### src/rtl/shalu_pkg.sv
package shalu_pkg;

    localparam int unsigned FU_W   = 32;
    localparam int unsigned FU_SHW = $clog2(FU_W);
    localparam int unsigned OP_W   = 4;

    typedef enum logic [OP_W-1:0] {
        OP_NOP  = 4'd0,
        OP_ADD  = 4'd1,
        OP_SUB  = 4'd2,
        OP_NEG  = 4'd3,
        OP_AND  = 4'd4,
        OP_OR   = 4'd5,
        OP_XOR  = 4'd6,
        OP_SEL  = 4'd7,
        OP_EQ   = 4'd8,
        OP_LT   = 4'd9,
        OP_LTU  = 4'd10,
        OP_SLL  = 4'd11,
        OP_SRL  = 4'd12,
        OP_SRA  = 4'd13,
        OP_FSR  = 4'd14
    } op_e;

    typedef enum logic [2:0] {
        U_NONE  = 3'd0,
        U_ARITH = 3'd1,
        U_LOGIC = 3'd2,
        U_CMP   = 3'd3,
        U_SEL   = 3'd4,
        U_SHIFT = 3'd5
    } unit_e;

    // Function codes inside each unit
    localparam logic [1:0] FN_ADD = 2'd0;
    localparam logic [1:0] FN_SUB = 2'd1;
    localparam logic [1:0] FN_NEG = 2'd2;

    localparam logic [1:0] FN_AND = 2'd0;
    localparam logic [1:0] FN_OR  = 2'd1;
    localparam logic [1:0] FN_XOR = 2'd2;

    localparam logic [1:0] FN_EQ  = 2'd0;
    localparam logic [1:0] FN_LT  = 2'd1;
    localparam logic [1:0] FN_LTU = 2'd2;

    localparam logic [1:0] FN_SLL = 2'd0;
    localparam logic [1:0] FN_SRL = 2'd1;
    localparam logic [1:0] FN_SRA = 2'd2;
    localparam logic [1:0] FN_FSR = 2'd3;

    typedef struct packed {
        logic       vld;
        unit_e      unit;
        logic [1:0] fn;
    } dec_t;

    function automatic logic is_cmp(input logic [OP_W-1:0] op);
        return (op == OP_EQ) || (op == OP_LT) || (op == OP_LTU);
    endfunction

    function automatic logic is_issue(input logic [OP_W-1:0] op);
        return (op != OP_NOP) && (op != 4'd15);
    endfunction

endpackage

### src/rtl/shalu_decode.sv
module shalu_decode
    import shalu_pkg::*;
(
    input  logic [OP_W-1:0] op_i,
    output dec_t            dec_o
);

    always_comb begin
        dec_o = '{vld: 1'b0, unit: U_NONE, fn: 2'd0};
        case (op_i)
            OP_ADD: dec_o = '{vld: 1'b1, unit: U_ARITH, fn: FN_ADD};
            OP_SUB: dec_o = '{vld: 1'b1, unit: U_ARITH, fn: FN_SUB};
            OP_NEG: dec_o = '{vld: 1'b1, unit: U_ARITH, fn: FN_NEG};
            OP_AND: dec_o = '{vld: 1'b1, unit: U_LOGIC, fn: FN_AND};
            OP_OR:  dec_o = '{vld: 1'b1, unit: U_LOGIC, fn: FN_OR};
            OP_XOR: dec_o = '{vld: 1'b1, unit: U_LOGIC, fn: FN_XOR};
            OP_SEL: dec_o = '{vld: 1'b1, unit: U_SEL,   fn: 2'd0};
            OP_EQ:  dec_o = '{vld: 1'b1, unit: U_CMP,   fn: FN_EQ};
            OP_LT:  dec_o = '{vld: 1'b1, unit: U_CMP,   fn: FN_LT};
            OP_LTU: dec_o = '{vld: 1'b1, unit: U_CMP,   fn: FN_LTU};
            OP_SLL: dec_o = '{vld: 1'b1, unit: U_SHIFT, fn: FN_SLL};
            OP_SRL: dec_o = '{vld: 1'b1, unit: U_SHIFT, fn: FN_SRL};
            OP_SRA: dec_o = '{vld: 1'b1, unit: U_SHIFT, fn: FN_SRA};
            OP_FSR: dec_o = '{vld: 1'b1, unit: U_SHIFT, fn: FN_FSR};
            default: dec_o = '{vld: 1'b0, unit: U_NONE, fn: 2'd0};
        endcase
    end

endmodule

### src/rtl/shalu_alu.sv
module shalu_alu
    import shalu_pkg::*;
#(
    parameter int unsigned DATA_W = FU_W
) (
    input  logic [DATA_W-1:0] a_i,
    input  logic [DATA_W-1:0] b_i,
    input  logic              pred_i,
    input  unit_e             unit_i,
    input  logic [1:0]        fn_i,
    output logic [DATA_W-1:0] word_o,
    output logic              flag_o
);

    logic [DATA_W-1:0] add_x;
    logic [DATA_W-1:0] add_y;
    logic              add_cin;
    logic [DATA_W-1:0] add_sum;
    logic [DATA_W-1:0] logic_res;
    logic              cmp_res;

    // One shared adder: subtract and negate use inverted operand plus carry-in
    always_comb begin
        add_x   = a_i;
        add_y   = b_i;
        add_cin = 1'b0;
        case (fn_i)
            FN_SUB: begin
                add_y   = ~b_i;
                add_cin = 1'b1;
            end
            FN_NEG: begin
                add_x   = '0;
                add_y   = ~a_i;
                add_cin = 1'b1;
            end
            default: ;
        endcase
    end

    assign add_sum = add_x + add_y + {{(DATA_W-1){1'b0}}, add_cin};

    always_comb begin
        case (fn_i)
            FN_AND:  logic_res = a_i & b_i;
            FN_OR:   logic_res = a_i | b_i;
            FN_XOR:  logic_res = a_i ^ b_i;
            default: logic_res = '0;
        endcase
    end

    always_comb begin
        case (fn_i)
            FN_EQ:   cmp_res = (a_i == b_i);
            FN_LT:   cmp_res = ($signed(a_i) < $signed(b_i));
            FN_LTU:  cmp_res = (a_i < b_i);
            default: cmp_res = 1'b0;
        endcase
    end

    always_comb begin
        word_o = '0;
        flag_o = 1'b0;
        case (unit_i)
            U_ARITH: word_o = add_sum;
            U_LOGIC: word_o = logic_res;
            U_SEL:   word_o = pred_i ? a_i : b_i;
            U_CMP:   flag_o = cmp_res;
            default: ;
        endcase
    end

endmodule

### src/rtl/shalu_funnel.sv
module shalu_funnel #(
    parameter int unsigned DATA_W = 32,
    parameter int unsigned SHW    = $clog2(DATA_W)
) (
    input  logic [DATA_W-1:0] hi_i,
    input  logic [DATA_W-1:0] lo_i,
    input  logic [SHW-1:0]    amt_i,
    output logic [DATA_W-1:0] out_o
);

    localparam int unsigned CAT_W = 2 * DATA_W;

    logic [CAT_W-1:0] stg [0:SHW];

    assign stg[0] = {hi_i, lo_i};

    // Largest stride first: stages of 16, 8, 4, 2, 1 at the default width
    for (genvar i = 0; i < SHW; i++) begin : g_stage
        localparam int unsigned K = SHW - 1 - i;
        assign stg[i+1] = amt_i[K] ? (stg[i] >> (2**K)) : stg[i];
    end

    assign out_o = stg[SHW][DATA_W-1:0];

endmodule

### src/rtl/shalu_shift.sv
module shalu_shift
    import shalu_pkg::*;
#(
    parameter int unsigned DATA_W = FU_W,
    parameter int unsigned SHW    = $clog2(DATA_W)
) (
    input  logic [DATA_W-1:0] a_i,
    input  logic [DATA_W-1:0] b_i,
    input  logic [SHW-1:0]    amt_i,
    input  logic [1:0]        fn_i,
    output logic [DATA_W-1:0] word_o
);

    logic [DATA_W-1:0] a_rev;
    logic [DATA_W-1:0] f_hi;
    logic [DATA_W-1:0] f_lo;
    logic [DATA_W-1:0] f_out;
    logic [DATA_W-1:0] f_out_rev;

    for (genvar j = 0; j < DATA_W; j++) begin : g_rev
        assign a_rev[j]     = a_i[DATA_W-1-j];
        assign f_out_rev[j] = f_out[DATA_W-1-j];
    end

    // Fill word selection turns the right funnel into every shift flavour
    always_comb begin
        case (fn_i)
            FN_SLL: begin
                f_hi = '0;
                f_lo = a_rev;
            end
            FN_SRL: begin
                f_hi = '0;
                f_lo = a_i;
            end
            FN_SRA: begin
                f_hi = {DATA_W{a_i[DATA_W-1]}};
                f_lo = a_i;
            end
            default: begin
                f_hi = a_i;
                f_lo = b_i;
            end
        endcase
    end

    shalu_funnel #(
        .DATA_W (DATA_W),
        .SHW    (SHW)
    ) u_funnel (
        .hi_i  (f_hi),
        .lo_i  (f_lo),
        .amt_i (amt_i),
        .out_o (f_out)
    );

    assign word_o = (fn_i == FN_SLL) ? f_out_rev : f_out;

endmodule

### src/rtl/shalu_unit.sv
module shalu_unit
    import shalu_pkg::*;
#(
    parameter int unsigned DATA_W = FU_W,
    parameter int unsigned SHW    = $clog2(DATA_W)
) (
    input  logic              clk,
    input  logic              rst,
    input  logic [OP_W-1:0]   op_i,
    input  logic [SHW-1:0]    shamt_i,
    input  logic              pred_i,
    input  logic [DATA_W-1:0] a_i,
    input  logic [DATA_W-1:0] b_i,
    output logic [DATA_W-1:0] res_o,
    output logic              flag_o,
    output logic              vld_o
);

    dec_t              dec;
    logic [DATA_W-1:0] alu_word;
    logic              alu_flag;
    logic [DATA_W-1:0] sh_word;
    logic [DATA_W-1:0] res_n;
    logic              flag_n;

    shalu_decode u_decode (
        .op_i  (op_i),
        .dec_o (dec)
    );

    shalu_alu #(
        .DATA_W (DATA_W)
    ) u_alu (
        .a_i    (a_i),
        .b_i    (b_i),
        .pred_i (pred_i),
        .unit_i (dec.unit),
        .fn_i   (dec.fn),
        .word_o (alu_word),
        .flag_o (alu_flag)
    );

    shalu_shift #(
        .DATA_W (DATA_W),
        .SHW    (SHW)
    ) u_shift (
        .a_i    (a_i),
        .b_i    (b_i),
        .amt_i  (shamt_i),
        .fn_i   (dec.fn),
        .word_o (sh_word)
    );

    // One result port: a single unit drives it per issue
    always_comb begin
        res_n  = '0;
        flag_n = 1'b0;
        if (dec.unit == U_SHIFT) begin
            res_n = sh_word;
        end else if (dec.unit != U_NONE) begin
            res_n  = alu_word;
            flag_n = alu_flag;
        end
    end

    always_ff @(posedge clk) begin
        if (rst) begin
            res_o  <= '0;
            flag_o <= 1'b0;
            vld_o  <= 1'b0;
        end else begin
            res_o  <= res_n;
            flag_o <= flag_n;
            vld_o  <= dec.vld;
        end
    end

endmodule

### config.mk
export PLATFORM = sky130hd
export DESIGN_NAME = shalu_unit
export DESIGN_NICKNAME = d
export VERILOG_FILES = /design/src/rtl/shalu_pkg.sv /design/src/rtl/shalu_decode.sv /design/src/rtl/shalu_alu.sv /design/src/rtl/shalu_funnel.sv /design/src/rtl/shalu_shift.sv /design/src/rtl/shalu_unit.sv
export SDC_FILE = /design/constraint.sdc
export NUM_CORES = 1
export LEC_CHECK = 0
export ABC_AREA = 0
export BUFFER_PORTS_ARGS = -buffer_cell sky130_fd_sc_hd__buf_2
export CELL_PAD_IN_SITES_DETAIL_PLACEMENT = 2
export CELL_PAD_IN_SITES_GLOBAL_PLACEMENT = 2
export CORE_MARGIN = 1.5
export CORE_UTILIZATION = 32
export CTS_CLUSTER_SIZE = 30
export DETAILED_ROUTE_END_ITERATION = 12
export GPL_ROUTABILITY_DRIVEN = 0
export PLACE_DENSITY_LB_ADDON = 0.1
export SLEW_MARGIN = 20
export SYNTH_ARGS = -nofsm -noshare
export SYNTH_HDL_FRONTEND = slang
export SYNTH_SLANG_ARGS = --single-unit
### constraint.sdc
create_clock -name clk -period 5.5 [get_ports clk]
set_clock_uncertainty 0.2 [all_clocks]
set_input_delay 0.55 -clock clk [delete_from_list [all_inputs] [get_ports clk]]
set_output_delay 0.55 -clock clk [all_outputs]
set_load 0.005 [all_outputs]
==> impl_results.rst <==
.. list-table::
   :header-rows: 1

   * - Metric
     - Value
   * - Outcome
     - completed
   * - Syn. warnings
     - 0
   * - Clock sink count
     - 34
   * - Slew HR
     - 27.1%
   * - Vias in the first global route
     - 12400
   * - Detailed router's first-iteration violation count
     - 1134
   * - Routed via count divided by cell count
     - 6.33
   * - Via count
     - 12200
   * - Tightest hold margin
     - 0.455 ns
   * - Standard-cell row count
     - 65
   * - Area of the core
     - ~32000 sq um
   * - Mapped Avg Cell Area
     - between 7 and 8 sq um
   * - Kind of critical path
     - in2reg
   * - Crit end category
     - register
   * - Post-DRT Antenna Nets
     - 0
   * - Final cycle utilization of the critical path
     - 93.2%
   * - Largest vdd supply drop
     - about 0.12 mV
   * - All-Layer GR Usage
     - 32.2%
   * - Slew of the pin with the lowest slew margin
     - around 1.1 ns
   * - Largest net degree at the start of global routing
     - 91
   * - Post-synthesis instance area
     - 10400 sq um
   * - Antenna diode count
     - 0
   * - Highest attainable clock frequency
     - 195 MHz
   * - Setup_tns
     - 0 ns
   * - Number of setup violations in the final report
     - 0
   * - Kind of launch point of the worst setup path
     - primary input
   * - Detailed Routing Iterations Pass 1
     - 8
   * - Antenna violations before repair
     - 0
   * - Top cell type's share of synthesized area
     - approximately 16%
   * - Setup repair after global routing missed its margin
     - false
   * - Boundary Pins
     - 110
   * - Final routed wire length divided by cell count
     - 28.4 microns
   * - Library cell occupying the most area in the post-synthesis netlist
     - ha_1
   * - Die ar.
     - about 34000 sq um
   * - Maximum Capacitance Violations
     - 0
   * - Syn Nets
     - 1672
   * - Overflow left after global routing
     - 0
   * - Number of distinct standard cells referenced by the synthesized netlist
     - slightly below 80
   * - Buffers from clock root to sink, at most
     - 2
   * - HPWL after detailed placement
     - 43.0 mm
   * - Clock slew at reported path FFs
     - 0.07 ns
   * - Post_cts resized
     - 0
   * - Number of slew-limit violations in the final report
     - 0
   * - Critical-path maximum fanout
     - 90
   * - Clock tree from TritonCTS
     - yes
   * - Leakage Power
     - 5.27 nW
   * - Die boundary height
     - between 150 and 200 microns
   * - Initial core utilization
     - 32.8%
   * - Share of synthesized registers carrying an async set or reset
     - 0%
   * - Number of buffers added by the clock tree synthesis step
     - 5
   * - DIE WIDTH
     - 184 microns
   * - Most common cell after layout, fill and taps aside
     - nor2_1
   * - Final count of hold timing violations
     - 0
   * - Root buffer selected by CTS
     - clkbuf_16
   * - Commonest register cell after synthesis
     - dfxtp_1
   * - Number of nets in the layout
     - about 1700
   * - Synthesis-to-finish area growth
     - 10.9%
   * - Setup Buffers After CTS
     - 0
   * - Critical path required time
     - 5.43 ns
   * - Sequential area share after synthesis
     - 6.52%
   * - Class of the tightest hold or removal check
     - in2reg
   * - Post-detailed-routing wire length
     - 54.8 mm
   * - Hold-fix buffers, CTS
     - 0
   * - FF+latch count, synth
     - 34
   * - Final worst path period need
     - 5.13 ns
   * - Commonest non-fill, non-tap cells in the layout
     - nor2_1 (144), ha_1 (132), a21oi_1 (129), inv_1 (121), buf_2 (109)
   * - Top area cells in the synthesized netlist
     - ha_1 (16%), mux2i_1 (9.1%), dfxtp_1 (6.5%), a21oi_1 (6.2%), nor2_1 (5.2%)
   * - Port buffer count
     - around 110
   * - Worst Path Arrival
     - 5.05 ns
   * - Post-synth EDFFs
     - 0
   * - Fraction of layout cells with a size suffix above 1
     - 14.7%
   * - Cell area power density
     - 252 nW/um^2
   * - First-pass GRT wire length
     - 81.2 mm
   * - Remaining DRCs
     - 0
   * - Maximum level of the CTS H-tree
     - 2
   * - Count of mapped cells out of synthesis
     - around 1500
==> sequential cells by signal (all words and copies together), names as in the netlist <==
name    count
flag_o      1
res_o      32
vld_o       1
==> report_power, final <==
group	total (mW)	switching (mW)	leakage (nW)	internal [mW]
registers	0.299	0.0130	0.279	0.286
clock network	0.295	0.116	0.0729	0.179
logic	2.33	1.46	4.92	0.871
==> metal layers <==
metal	routed length [microns]	vias up	global-route usage (%)
li1	-	5523	-
met1	24600	6186	43.3
met2	25100	418	53.0
met3	3330	81	4.38
met4	1750	0	9.77
met5	0	-	0
==> worst paths after layout <==
check | startpoint | to | slack (ns) | cells after the start
setup / recovery | op_i[0] | res_o[29] | 0.37 | 18
hold / removal | op_i[3] | vld_o | 0.45 | 2
==> worst max-delay path, cell delays in order <==
cell and delay [ns]:
buf_2 0.13, ha_1 0.27, or3_1 0.39, o221a_2 0.21
ha_4 0.33, buf_12 0.37, nor2_1 0.10, a21oi_1 0.13
ha_1 0.29, and3_1 0.25, a221o_1 0.40, or3_1 0.36
a31o_2 0.29, a21oi_2 0.18, o21ai_0 0.14, xor2_1 0.17
a221oi_1 0.33, a21oi_1 0.12
==> layout make-up <==
| cell class | instances | area (sq um) |
|---|---|---|
| fill | 3855 | 20200 |
| multi-input combinational | 1175 | 8800 |
| timing repair buffer | 150 | 928 |
| sequential | 34 | 681 |
| tap | 435 | 544 |
| inverter | 126 | 473 |
| clock buffer | 6 | 139 |
| clock inverter | 2 | 12.5 |
==> metrics by stage <==
| step | instance area (sq um) | setup slack [ns] | total power [mW] | cells | util [%] |
|---|---|---|---|---|---|
| 2_1_floorplan | 10400 | 0.0752 | 1.79 | 1458 | - |
| 3_3_place_gp | 11400 | 0.317 | 2.53 | 1920 | 35.9 |
| 3_5_place_dp | 11400 | 0.0975 | 2.58 | 1920 | 35.9 |
| 4_1_cts | 11600 | 0.396 | 2.89 | 1928 | 36.4 |
| 5_1_grt | 11600 | 0.0678 | 3.11 | 1928 | 36.4 |
| 6_report | 11600 | 0.375 | 2.92 | 1928 | 36.4 |
==> cell families after synthesis <==
| family | after synthesis | share of synthesized area [%] |
|---|---|---|
| compound gates | 528 | 35.5 |
| simple gates | 352 | 15.1 |
| buf+inv | 249 | 9.52 |
| fa+ha+maj | 138 | 16.7 |
| mux | 130 | 14.4 |
| flops | 34 | 6.52 |
| xor+xnor | 27 | 2.27 |
==> synth_stat cells, types with 5 or more instances <==
cell / count
nor2_1: 145
ha_1: 136
a21oi_1: 129
inv_1: 121
mux2i_1: 95
nand2_1: 84
clkbuf_1: 77
o21ai_0: 58
o22ai_1: 46
a22oi_1: 39
dfxtp_1: 34
a222oi_1: 32
a21o_1: 26
a221oi_1: 26
buf_2: 26
nand3_1: 26
mux2_2: 21
xnor2_1: 20
nor3_1: 19
o211ai_1: 19
a31oi_1: 17
buf_1: 15
mux4_2: 14
nand2b_1: 14
a211oi_1: 13
a221o_1: 13
a22o_1: 13
nor2b_1: 13
and3_1: 11
o32ai_1: 10
nor4_1: 8
o21bai_1: 8
o31ai_1: 8
or3_1: 8
or2_2: 7
xor2_1: 7
o21a_1: 6
o221ai_1: 6
a211o_1: 5
a31o_2: 5
o31a_1: 5
Note: power is estimated with default switching activity, not from simulation.
